**config.mk**
```make
export PLATFORM = sky130hd
export DESIGN_NAME = pixclk_div_search
export DESIGN_NICKNAME = d
export VERILOG_FILES = /design/src/rtl/pixclk_search_pkg.sv /design/src/rtl/pixclk_sweep.sv /design/src/rtl/pixclk_divider.sv /design/src/rtl/pixclk_fp_pack.sv /design/src/rtl/pixclk_div_search.sv
export SDC_FILE = /design/constraint.sdc
export NUM_CORES = 1
export LEC_CHECK = 0
export ABC_AREA = 1
export BUFFER_PORTS_ARGS = -buffer_cell sky130_fd_sc_hd__buf_2
export CORE_MARGIN = 2
export CORE_UTILIZATION = 37
export CTS_BUF_LIST = sky130_fd_sc_hd__clkbuf_16
export DETAILED_ROUTE_END_ITERATION = 12
export PLACE_DENSITY_LB_ADDON = 0.25
export SYNTH_ARGS = -nofsm -noshare
export SYNTH_HDL_FRONTEND = slang
export SYNTH_HIERARCHICAL = 1
export SYNTH_SLANG_ARGS = --single-unit
```
**constraint.sdc**
```tcl
create_clock -name clk -period 11.68 [get_ports clk]
set_input_delay 0.584 -clock clk [delete_from_list [all_inputs] [get_ports clk]]
set_output_delay 0.584 -clock clk [all_outputs]
set_load 0.05 [all_outputs]
```
**src/rtl/pixclk_search_pkg.sv**
```systemverilog
package pixclk_search_pkg;
   localparam int REF_KHZ   = 96000;
   localparam int FA_LO     = 10;
   localparam int FA_HI     = 20;
   localparam int FB_LO     = 5;
   localparam int FB_HI     = 9;
   localparam int RD_LO     = 3;
   localparam int RD_HI     = 8;
   localparam int PD_LO     = 1;
   localparam int PD_HI     = 8;
   localparam int MSUM_LO   = 70;
   localparam int MSUM_HI   = 120;
   localparam int VCO_LO    = 1400000;
   localparam int VCO_HI    = 2800000;
   localparam int PTOT_LO   = 5;
   localparam int PTOT_HI   = 80;
   localparam int PIX_LO    = 20000;
   localparam int PIX_HI    = 400000;
   localparam int PF_SWITCH = 270000;
   localparam int PF_SLOW   = 10;
   localparam int PF_FAST   = 5;
   localparam int B1_LO     = 1900000;
   localparam int B1_HI     = 2400000;
   localparam int B2_LO     = 2500000;
   localparam int B2_HI     = 3000000;
   localparam int B3_ABOVE  = 3100000;
   localparam int FP_W      = 26;
   localparam int PD_OH_W   = PD_HI;
   localparam int NUM_DIG   = 4;
   localparam int MIN_FREQ_W = 24;

   typedef enum logic [2:0] {
      S_IDLE, S_EVAL, S_WVCO, S_VCHK, S_WPIX, S_CMP, S_NEXT
   } srch_state_t;
endpackage

```
**src/rtl/pixclk_sweep.sv**
```systemverilog
module pixclk_sweep
   import pixclk_search_pkg::*;
#(
   parameter int DIG_W = 5
) (
   input  logic             clk,
   input  logic             rst_n,
   input  logic             clr,
   input  logic             adv,
   output logic [DIG_W-1:0] pd,
   output logic [DIG_W-1:0] rd,
   output logic [DIG_W-1:0] fb,
   output logic [DIG_W-1:0] fa,
   output logic             last
);
   // digit 0 is innermost (PD), digit 3 outermost (FA)
   localparam int LO_T [NUM_DIG] = '{PD_LO, RD_LO, FB_LO, FA_LO};
   localparam int HI_T [NUM_DIG] = '{PD_HI, RD_HI, FB_HI, FA_HI};

   logic [NUM_DIG-1:0] wrap;
   logic [NUM_DIG-1:0] carry;

   always_comb begin
      carry[0] = adv;
      for (int i = 1; i < NUM_DIG; i++) carry[i] = carry[i-1] & wrap[i-1];
   end

   for (genvar g = 0; g < NUM_DIG; g++) begin : g_dig
      localparam logic [DIG_W-1:0] LOV = DIG_W'(LO_T[g]);
      localparam logic [DIG_W-1:0] HIV = DIG_W'(HI_T[g]);
      logic [DIG_W-1:0] val;
      assign wrap[g] = (val == HIV);
      always_ff @(posedge clk or negedge rst_n) begin
         if (!rst_n)        val <= LOV;
         else if (clr)      val <= LOV;
         else if (carry[g]) val <= wrap[g] ? LOV : val + DIG_W'(1);
      end
   end

   assign pd   = g_dig[0].val;
   assign rd   = g_dig[1].val;
   assign fb   = g_dig[2].val;
   assign fa   = g_dig[3].val;
   assign last = &wrap;
endmodule

```
**src/rtl/pixclk_divider.sv**
```systemverilog
module pixclk_divider #(
   parameter int NUM_W = 24,
   parameter int DEN_W = 7,
   parameter int BPC   = 4
) (
   input  logic             clk,
   input  logic             rst_n,
   input  logic             start,
   input  logic [NUM_W-1:0] num,
   input  logic [DEN_W-1:0] den,
   output logic             done,
   output logic [NUM_W-1:0] quo
);
   localparam int STEPS = NUM_W / BPC;
   localparam int CNT_W = $clog2(STEPS + 1);

   if (NUM_W % BPC != 0) begin : g_bad_bpc
      $error("pixclk_divider: NUM_W must be a multiple of BPC");
   end

   logic [NUM_W-1:0] q, qn;
   logic [DEN_W:0]   r, rn;
   logic [DEN_W-1:0] d;
   logic [CNT_W-1:0] cnt;

   always_comb begin
      qn = q;
      rn = r;
      for (int k = 0; k < BPC; k++) begin
         rn = {rn[DEN_W-1:0], qn[NUM_W-1]};
         qn = {qn[NUM_W-2:0], 1'b0};
         if (rn >= {1'b0, d}) begin
            rn    = rn - {1'b0, d};
            qn[0] = 1'b1;
         end
      end
   end

   always_ff @(posedge clk or negedge rst_n) begin
      if (!rst_n) begin
         q <= '0; r <= '0; d <= '0; cnt <= '0; done <= 1'b0;
      end else if (start) begin
         q <= num; r <= '0; d <= den; cnt <= CNT_W'(STEPS); done <= 1'b0;
      end else if (cnt != '0) begin
         q    <= qn;
         r    <= rn;
         cnt  <= cnt - CNT_W'(1);
         done <= (cnt == CNT_W'(1));
      end else begin
         done <= 1'b0;
      end
   end

   assign quo = q;
endmodule

```
**src/rtl/pixclk_fp_pack.sv**
```systemverilog
module pixclk_fp_pack
   import pixclk_search_pkg::*;
#(
   parameter int DIG_W  = 5,
   parameter int FREQ_W = 24
) (
   input  logic [DIG_W-1:0]   fa,
   input  logic [DIG_W-1:0]   fb,
   input  logic [DIG_W-1:0]   rd,
   input  logic [DIG_W-1:0]   pd,
   input  logic [FREQ_W-1:0]  vco,
   output logic [FP_W-1:0]    fp,
   output logic [PD_OH_W-1:0] pd_oh
);
   localparam logic [FREQ_W-1:0] B1L = FREQ_W'(B1_LO);
   localparam logic [FREQ_W-1:0] B1H = FREQ_W'(B1_HI);
   localparam logic [FREQ_W-1:0] B2L = FREQ_W'(B2_LO);
   localparam logic [FREQ_W-1:0] B2H = FREQ_W'(B2_HI);
   localparam logic [FREQ_W-1:0] B3A = FREQ_W'(B3_ABOVE);

   logic [1:0] band;

   always_comb begin
      if (vco >= B1L && vco < B1H)      band = 2'd1;
      else if (vco >= B2L && vco < B2H) band = 2'd2;
      else if (vco > B3A)               band = 2'd3;
      else                              band = 2'd0;
   end

   assign fp = {band, 8'(rd), 8'(fa), 8'(fb)};

   for (genvar g = 0; g < PD_OH_W; g++) begin : g_oh
      assign pd_oh[g] = (pd == DIG_W'(g + 1));
   end
endmodule

```
**src/rtl/pixclk_div_search.sv**
```systemverilog
module pixclk_div_search
   import pixclk_search_pkg::*;
#(
   parameter int FREQ_W  = 24,
   parameter int DIG_W   = 5,
   parameter int DIV_BPC = 4
) (
   input  logic              clk,
   input  logic              rst_n,
   input  logic              start,
   input  logic [FREQ_W-1:0] req_khz,
   output logic              busy,
   output logic              done,
   output logic              found,
   output logic              p2_is_10,
   output logic [DIG_W-1:0]  m1_o,
   output logic [DIG_W-1:0]  m2_o,
   output logic [DIG_W-1:0]  n_o,
   output logic [7:0]        p1_onehot,
   output logic [FREQ_W-1:0] pix_khz,
   output logic [25:0]       fp_word
);
   localparam int DEN_W = 7;
   localparam int MS_W  = 8;

   if (FREQ_W < MIN_FREQ_W) begin : g_bad_freq
      $error("pixclk_div_search: FREQ_W too narrow for oscillator products");
   end
   if (DIG_W < 5 || DIG_W > 8) begin : g_bad_dig
      $error("pixclk_div_search: DIG_W must be 5..8");
   end

   localparam logic [DIG_W-1:0]  FAL = DIG_W'(FA_LO);
   localparam logic [DIG_W-1:0]  FAH = DIG_W'(FA_HI);
   localparam logic [DIG_W-1:0]  FBL = DIG_W'(FB_LO);
   localparam logic [DIG_W-1:0]  FBH = DIG_W'(FB_HI);
   localparam logic [DIG_W-1:0]  RDL = DIG_W'(RD_LO);
   localparam logic [DIG_W-1:0]  RDH = DIG_W'(RD_HI);
   localparam logic [DIG_W-1:0]  PDL = DIG_W'(PD_LO);
   localparam logic [DIG_W-1:0]  PDH = DIG_W'(PD_HI);
   localparam logic [MS_W-1:0]   MSL = MS_W'(MSUM_LO);
   localparam logic [MS_W-1:0]   MSH = MS_W'(MSUM_HI);
   localparam logic [DEN_W-1:0]  PTL = DEN_W'(PTOT_LO);
   localparam logic [DEN_W-1:0]  PTH = DEN_W'(PTOT_HI);
   localparam logic [FREQ_W-1:0] VCL = FREQ_W'(VCO_LO);
   localparam logic [FREQ_W-1:0] VCH = FREQ_W'(VCO_HI);
   localparam logic [FREQ_W-1:0] PXL = FREQ_W'(PIX_LO);
   localparam logic [FREQ_W-1:0] PXH = FREQ_W'(PIX_HI);
   localparam logic [FREQ_W-1:0] PFS = FREQ_W'(PF_SWITCH);
   localparam logic [FREQ_W-1:0] REF = FREQ_W'(REF_KHZ);

   srch_state_t state;

   logic [FREQ_W-1:0] req_q, best_err, best_pix, best_vco, vco_q, pix_q, err;
   logic              pf10_q, vco_ok_q;
   logic [DIG_W-1:0]  best_fa, best_fb, best_rd, best_pd;
   logic [DIG_W-1:0]  fa, fb, rd, pd;
   logic              last;
   logic [MS_W-1:0]   msum;
   logic [DEN_W-1:0]  ptot;
   logic              legal_md, pd_first, p_ok, pix_ok;
   logic              div_start, div_done, vco_path;
   logic [FREQ_W-1:0] div_num, div_quo;
   logic [DEN_W-1:0]  div_den;
   logic [FP_W-1:0]   pk_fp;
   logic [PD_OH_W-1:0] pk_oh;

   pixclk_sweep #(.DIG_W(DIG_W)) u_sweep (
      .clk(clk), .rst_n(rst_n),
      .clr(state == S_IDLE && start),
      .adv(state == S_NEXT && !last),
      .pd(pd), .rd(rd), .fb(fb), .fa(fa), .last(last)
   );

   assign msum = MS_W'(fa) * MS_W'(5) + MS_W'(fb) + MS_W'(12);
   assign legal_md = (fa > fb) && fa >= FAL && fa <= FAH && fb >= FBL && fb <= FBH
                  && msum >= MSL && msum <= MSH && rd >= RDL && rd <= RDH;
   assign pd_first = (pd == PDL);
   assign ptot     = DEN_W'(pd) * (pf10_q ? DEN_W'(PF_SLOW) : DEN_W'(PF_FAST));
   assign p_ok     = pd >= PDL && pd <= PDH && ptot >= PTL && ptot <= PTH;
   assign pix_ok   = pix_q >= PXL && pix_q <= PXH;
   assign err      = (req_q >= pix_q) ? req_q - pix_q : pix_q - req_q;

   assign vco_path  = (state == S_EVAL) && pd_first;
   assign div_start = ((state == S_EVAL) && legal_md && (pd_first || (vco_ok_q && p_ok)))
                   || ((state == S_VCHK) && vco_ok_q && p_ok);
   assign div_num   = vco_path ? FREQ_W'(msum) * REF : vco_q;
   assign div_den   = vco_path ? DEN_W'(rd) + DEN_W'(2) : ptot;

   pixclk_divider #(.NUM_W(FREQ_W), .DEN_W(DEN_W), .BPC(DIV_BPC)) u_div (
      .clk(clk), .rst_n(rst_n), .start(div_start),
      .num(div_num), .den(div_den), .done(div_done), .quo(div_quo)
   );

   pixclk_fp_pack #(.DIG_W(DIG_W), .FREQ_W(FREQ_W)) u_pack (
      .fa(best_fa), .fb(best_fb), .rd(best_rd), .pd(best_pd),
      .vco(best_vco), .fp(pk_fp), .pd_oh(pk_oh)
   );

   assign busy = (state != S_IDLE);

   always_ff @(posedge clk or negedge rst_n) begin
      if (!rst_n) begin
         state <= S_IDLE;
         req_q <= '0; pf10_q <= 1'b0; best_err <= '0; best_pix <= '0; best_vco <= '0;
         best_fa <= '0; best_fb <= '0; best_rd <= '0; best_pd <= '0;
         vco_q <= '0; vco_ok_q <= 1'b0; pix_q <= '0;
         done <= 1'b0; found <= 1'b0; p2_is_10 <= 1'b0;
         m1_o <= '0; m2_o <= '0; n_o <= '0; p1_onehot <= '0; pix_khz <= '0; fp_word <= '0;
      end else begin
         done <= 1'b0;
         unique case (state)
            S_IDLE: if (start) begin
               req_q    <= req_khz;
               pf10_q   <= (req_khz <= PFS);
               best_err <= req_khz;
               best_pix <= '0; best_vco <= '0;
               best_fa  <= '0; best_fb <= '0; best_rd <= '0; best_pd <= '0;
               state    <= S_EVAL;
            end
            S_EVAL: begin
               if (div_start) state <= pd_first ? S_WVCO : S_WPIX;
               else           state <= S_NEXT;
            end
            S_WVCO: if (div_done) begin
               vco_q    <= div_quo;
               vco_ok_q <= div_quo >= VCL && div_quo <= VCH;
               state    <= S_VCHK;
            end
            S_VCHK: state <= div_start ? S_WPIX : S_NEXT;
            S_WPIX: if (div_done) begin
               pix_q <= div_quo;
               state <= S_CMP;
            end
            S_CMP: begin
               if (pix_ok && err < best_err) begin
                  best_err <= err; best_pix <= pix_q; best_vco <= vco_q;
                  best_fa <= fa; best_fb <= fb; best_rd <= rd; best_pd <= pd;
               end
               state <= S_NEXT;
            end
            S_NEXT: begin
               if (last) begin
                  state     <= S_IDLE;
                  done      <= 1'b1;
                  found     <= (best_pix != '0);
                  p2_is_10  <= pf10_q;
                  m1_o      <= best_fa;
                  m2_o      <= best_fb;
                  n_o       <= best_rd;
                  p1_onehot <= pk_oh;
                  pix_khz   <= best_pix;
                  fp_word   <= pk_fp;
               end else begin
                  state <= S_EVAL;
               end
            end
            default: state <= S_IDLE;
         endcase
      end
   end
endmodule

```
==> run_results.csv <==
group,metric,value,unit
yosys,yosys-top-cells-count,"nand2_1, inv_1, dfrtp_1, nor2_1, ha_1",
run,maxCapViolations,0,
yosys,synthMostInstantiatedCell,"nand2_1",
yosys,post-synth-top-area-cell,"dfrtp_1",
route,route.final.wire_length,66100,um
yosys,ys_warn_count,6,
route,detailedRoute.firstPassIterationCount,6,
setup_path,cp-start-kind,"flip-flop",
global_route,gr-usage-all-layers,20.5,%
die,io_pins,104,
timing,final_hold_violation_count,0,
route,drcViolationCount,0,
setup_path,worst-path-buf-inv,10,
yosys,postSynthCellCount,3379,
timing,final.setup.tns,0,ns
global_route,grt_max_degree,89,
placement,placement.cell_area,24300,sq um
timing,final.period_utilization,60.4,%
clock_network,post_cts_resized,0,
route,antenna_violating_nets_left,0,
timing,worst_slew_margin_rel,29.7,%
yosys,synthTopCellsByArea,"dfrtp_1, nand2_1, ha_1, inv_1, nor2_1",
layout,antenna_cells_inserted,0,
yosys,synth-seq-area-share,33.2,%
setup_path,critical_path_max_stage_delay,0.54,ns
clock_network,postCtsHoldBufs,0,
yosys,synth-main-ff-cell,"dfrtp_1",
layout,layout.cell_area.non_filler,25600,sq um
clock_network,cts_sinks,307,
setup_path,cp-end-kind,"flip-flop",
clock_network,tritoncts,"built",
timing,fin_hold_ws,0.0313,ns
global_route,first_pass_grt_wire_length,106000,um
layout,drive_above_1_share,7.39,%
global_route,grt_antenna_before_repair,0,
die,core_region_area,61800,sq um
layout,area_growth_syn_to_layout,10.6,%
layout,finalNetCount,3678,
clock_network,htree_num_levels,2,
die,fp.dieArea,64700,sq um
yosys,yosysTopAreaCellShare,32.4,%
yosys,mappedNetlistArea,23200,sq um
yosys,yosys.cell_types.count,58,
clock_network,clock_tree.root_cell,"clkbuf_16",
clock_network,clkLatencyLatePin,0.59,ns
clock_network,post_cts_buffers,0,
clock_network,clock_pin_slew_reported_for_the_worst_setup_and_hold_paths_after_clock_tree_synthesis,0.06,ns
clock_network,ctsLongestPathBuffers,3,
timing,fmaxAchievable,142,MHz
route,wl_per_cell,15.4,um
timing,unrepaired_setup_endpoints_after_global_routing,"no",
setup_path,critical_path_arrival,7.56,ns
global_route,grt-ovfl-total,0,
run_status,status,"finished clean",
global_route,first_global_vias,19000,
placement,count_of_input_and_output_buffers,103,
placement,hpwlAfterDp,50500,um
placement,gp_congestion,0.926,
setup_path,biggest_fanout_along_the_worst_timing_path,8,
yosys,postSynth.asyncResetShare,100,%
timing,final-max-slew-violation-count,0,
yosys,per_instance_average_area_after_synthesis,6.86,sq um
clock_network,cts_buffers,39,
yosys,synth-seq-cells,307,
hold_path,min-delay-path-class,"in2async",
layout,final.fill_count,6521,
die,initial_core_util,37.5,%
timing,worst-slew-pin-transition,1.05,ns
setup_path,worstSetupPathType,"reg2reg",
route,dr.first_iter.drc_count,1669,
setup_path,slowest_stage,"fa_1",
timing,setup-violations-final,0,
timing,worst_clock_skew,0.0318,ns
die,y_dimension_of_the_die,254,um
yosys,synth_edf_count,0,
timing,timing.final.crit_period,7.05,ns
setup_path,timing.critical_path.max_delay_family,"adder cells",
route,detailroute.via_count,20700,
die,num_rows,91,
route,vias_per_cell,4.81,
setup_path,path_common_cell,"inv_1",
die,die_width,254,um
setup_path,cp_data_required_time,12.19,ns
## layout make-up
type / count / area (sq um) / share of cell area (%)
Multi-Input combinational cell: 2418 / 12900 / 50.3
Sequential cell: 307 / 7690 / 30.0
Inverter: 547 / 2050 / 8.01
Tap cell: 837 / 1050 / 4.08
Clock buffer: 39 / 976 / 3.81
Timing Repair Buffer: 121 / 661 / 2.58
Clock inverter: 31 / 323 / 1.26
## state kept, by name, indices dropped and copies added, names as in the netlist, 7 cells and up
register and cells:
u_div/d 7, vco_q 24, req_q 24, best_vco 24, u_div/r 7, pix_q 24, u_div/quo 24, p1_onehot 8
pix_khz 24, fp_word 26, best_err 24, best_pix 24
## layout by cell type, fill, tap and decap left out, drive strengths merged, types with 11 or more instances in the layout
master,count
o2111ai,11
ha,180
nand4,47
nand2,1281
fa,37
nor2,252
o22ai,22
nor3,28
clkinv,19
buf,121
xnor2,19
dfrtp,300
conb,11
o21ai,167
inv,552
clkbuf,39
nor4,11
a21oi,93
xor2,38
nand3,175
## path summary, 6_finish.rpt
path | to | slack, ns | cells after the start | start
max reg2reg | u_div/quo[21] | 4.63 | 30 | u_sweep/fa[0]
max in group asynchronous | fp_word[12] | 9.29 | 3 | rst_n
min in group clk | req_q[0] | 0.25 | 3 | req_khz[0]
max | u_div/quo[21] | 4.63 | 30 | u_sweep/fa[0]
min reg2reg | n_o[3] | 0.46 | 2 | n_o[3]
min | best_err[15] | 0.03 | 1 | rst_n
## metrics by stage
stage                     utilization, %  cells  worst slack, ns
after floorplan                        -   3387             5.08
after CTS                           41.5   4300             4.62
after detailed placement            39.4   4230             4.64
final                               41.5   4300             4.63
after global placement              39.4   4230             4.71
after global routing                41.5   4300             4.10
## routing by layer
metal,share of wire (%),track usage (%),vias to the layer above
met3,5.2,3.05,86
met2,43,30.7,452
met5,0,0,-
met1,50,30.7,9590
li1,-,-,10500
met4,2.5,5.50,0
## cell families (layout without fill, tap and decap cells)
logic type / Yosys count / after routing / share of synthesized area (%)
adders and majority gates: 217 / 217 / 12.9
other: 3 / 11 / 0.0486
xor gates and xnor gates: 57 / 57 / 2.15
and+or+nand+nor: 1809 / 1809 / 32.3
AOI/OAI and AO/OA: 324 / 324 / 7.92
DFF: 307 / 307 / 33.2
buffers and inverters: 662 / 738 / 11.5
Power is left out: the tool's default activity adds up to more than one toggle a clock period on the data nets, which glitch-free logic cannot reach.
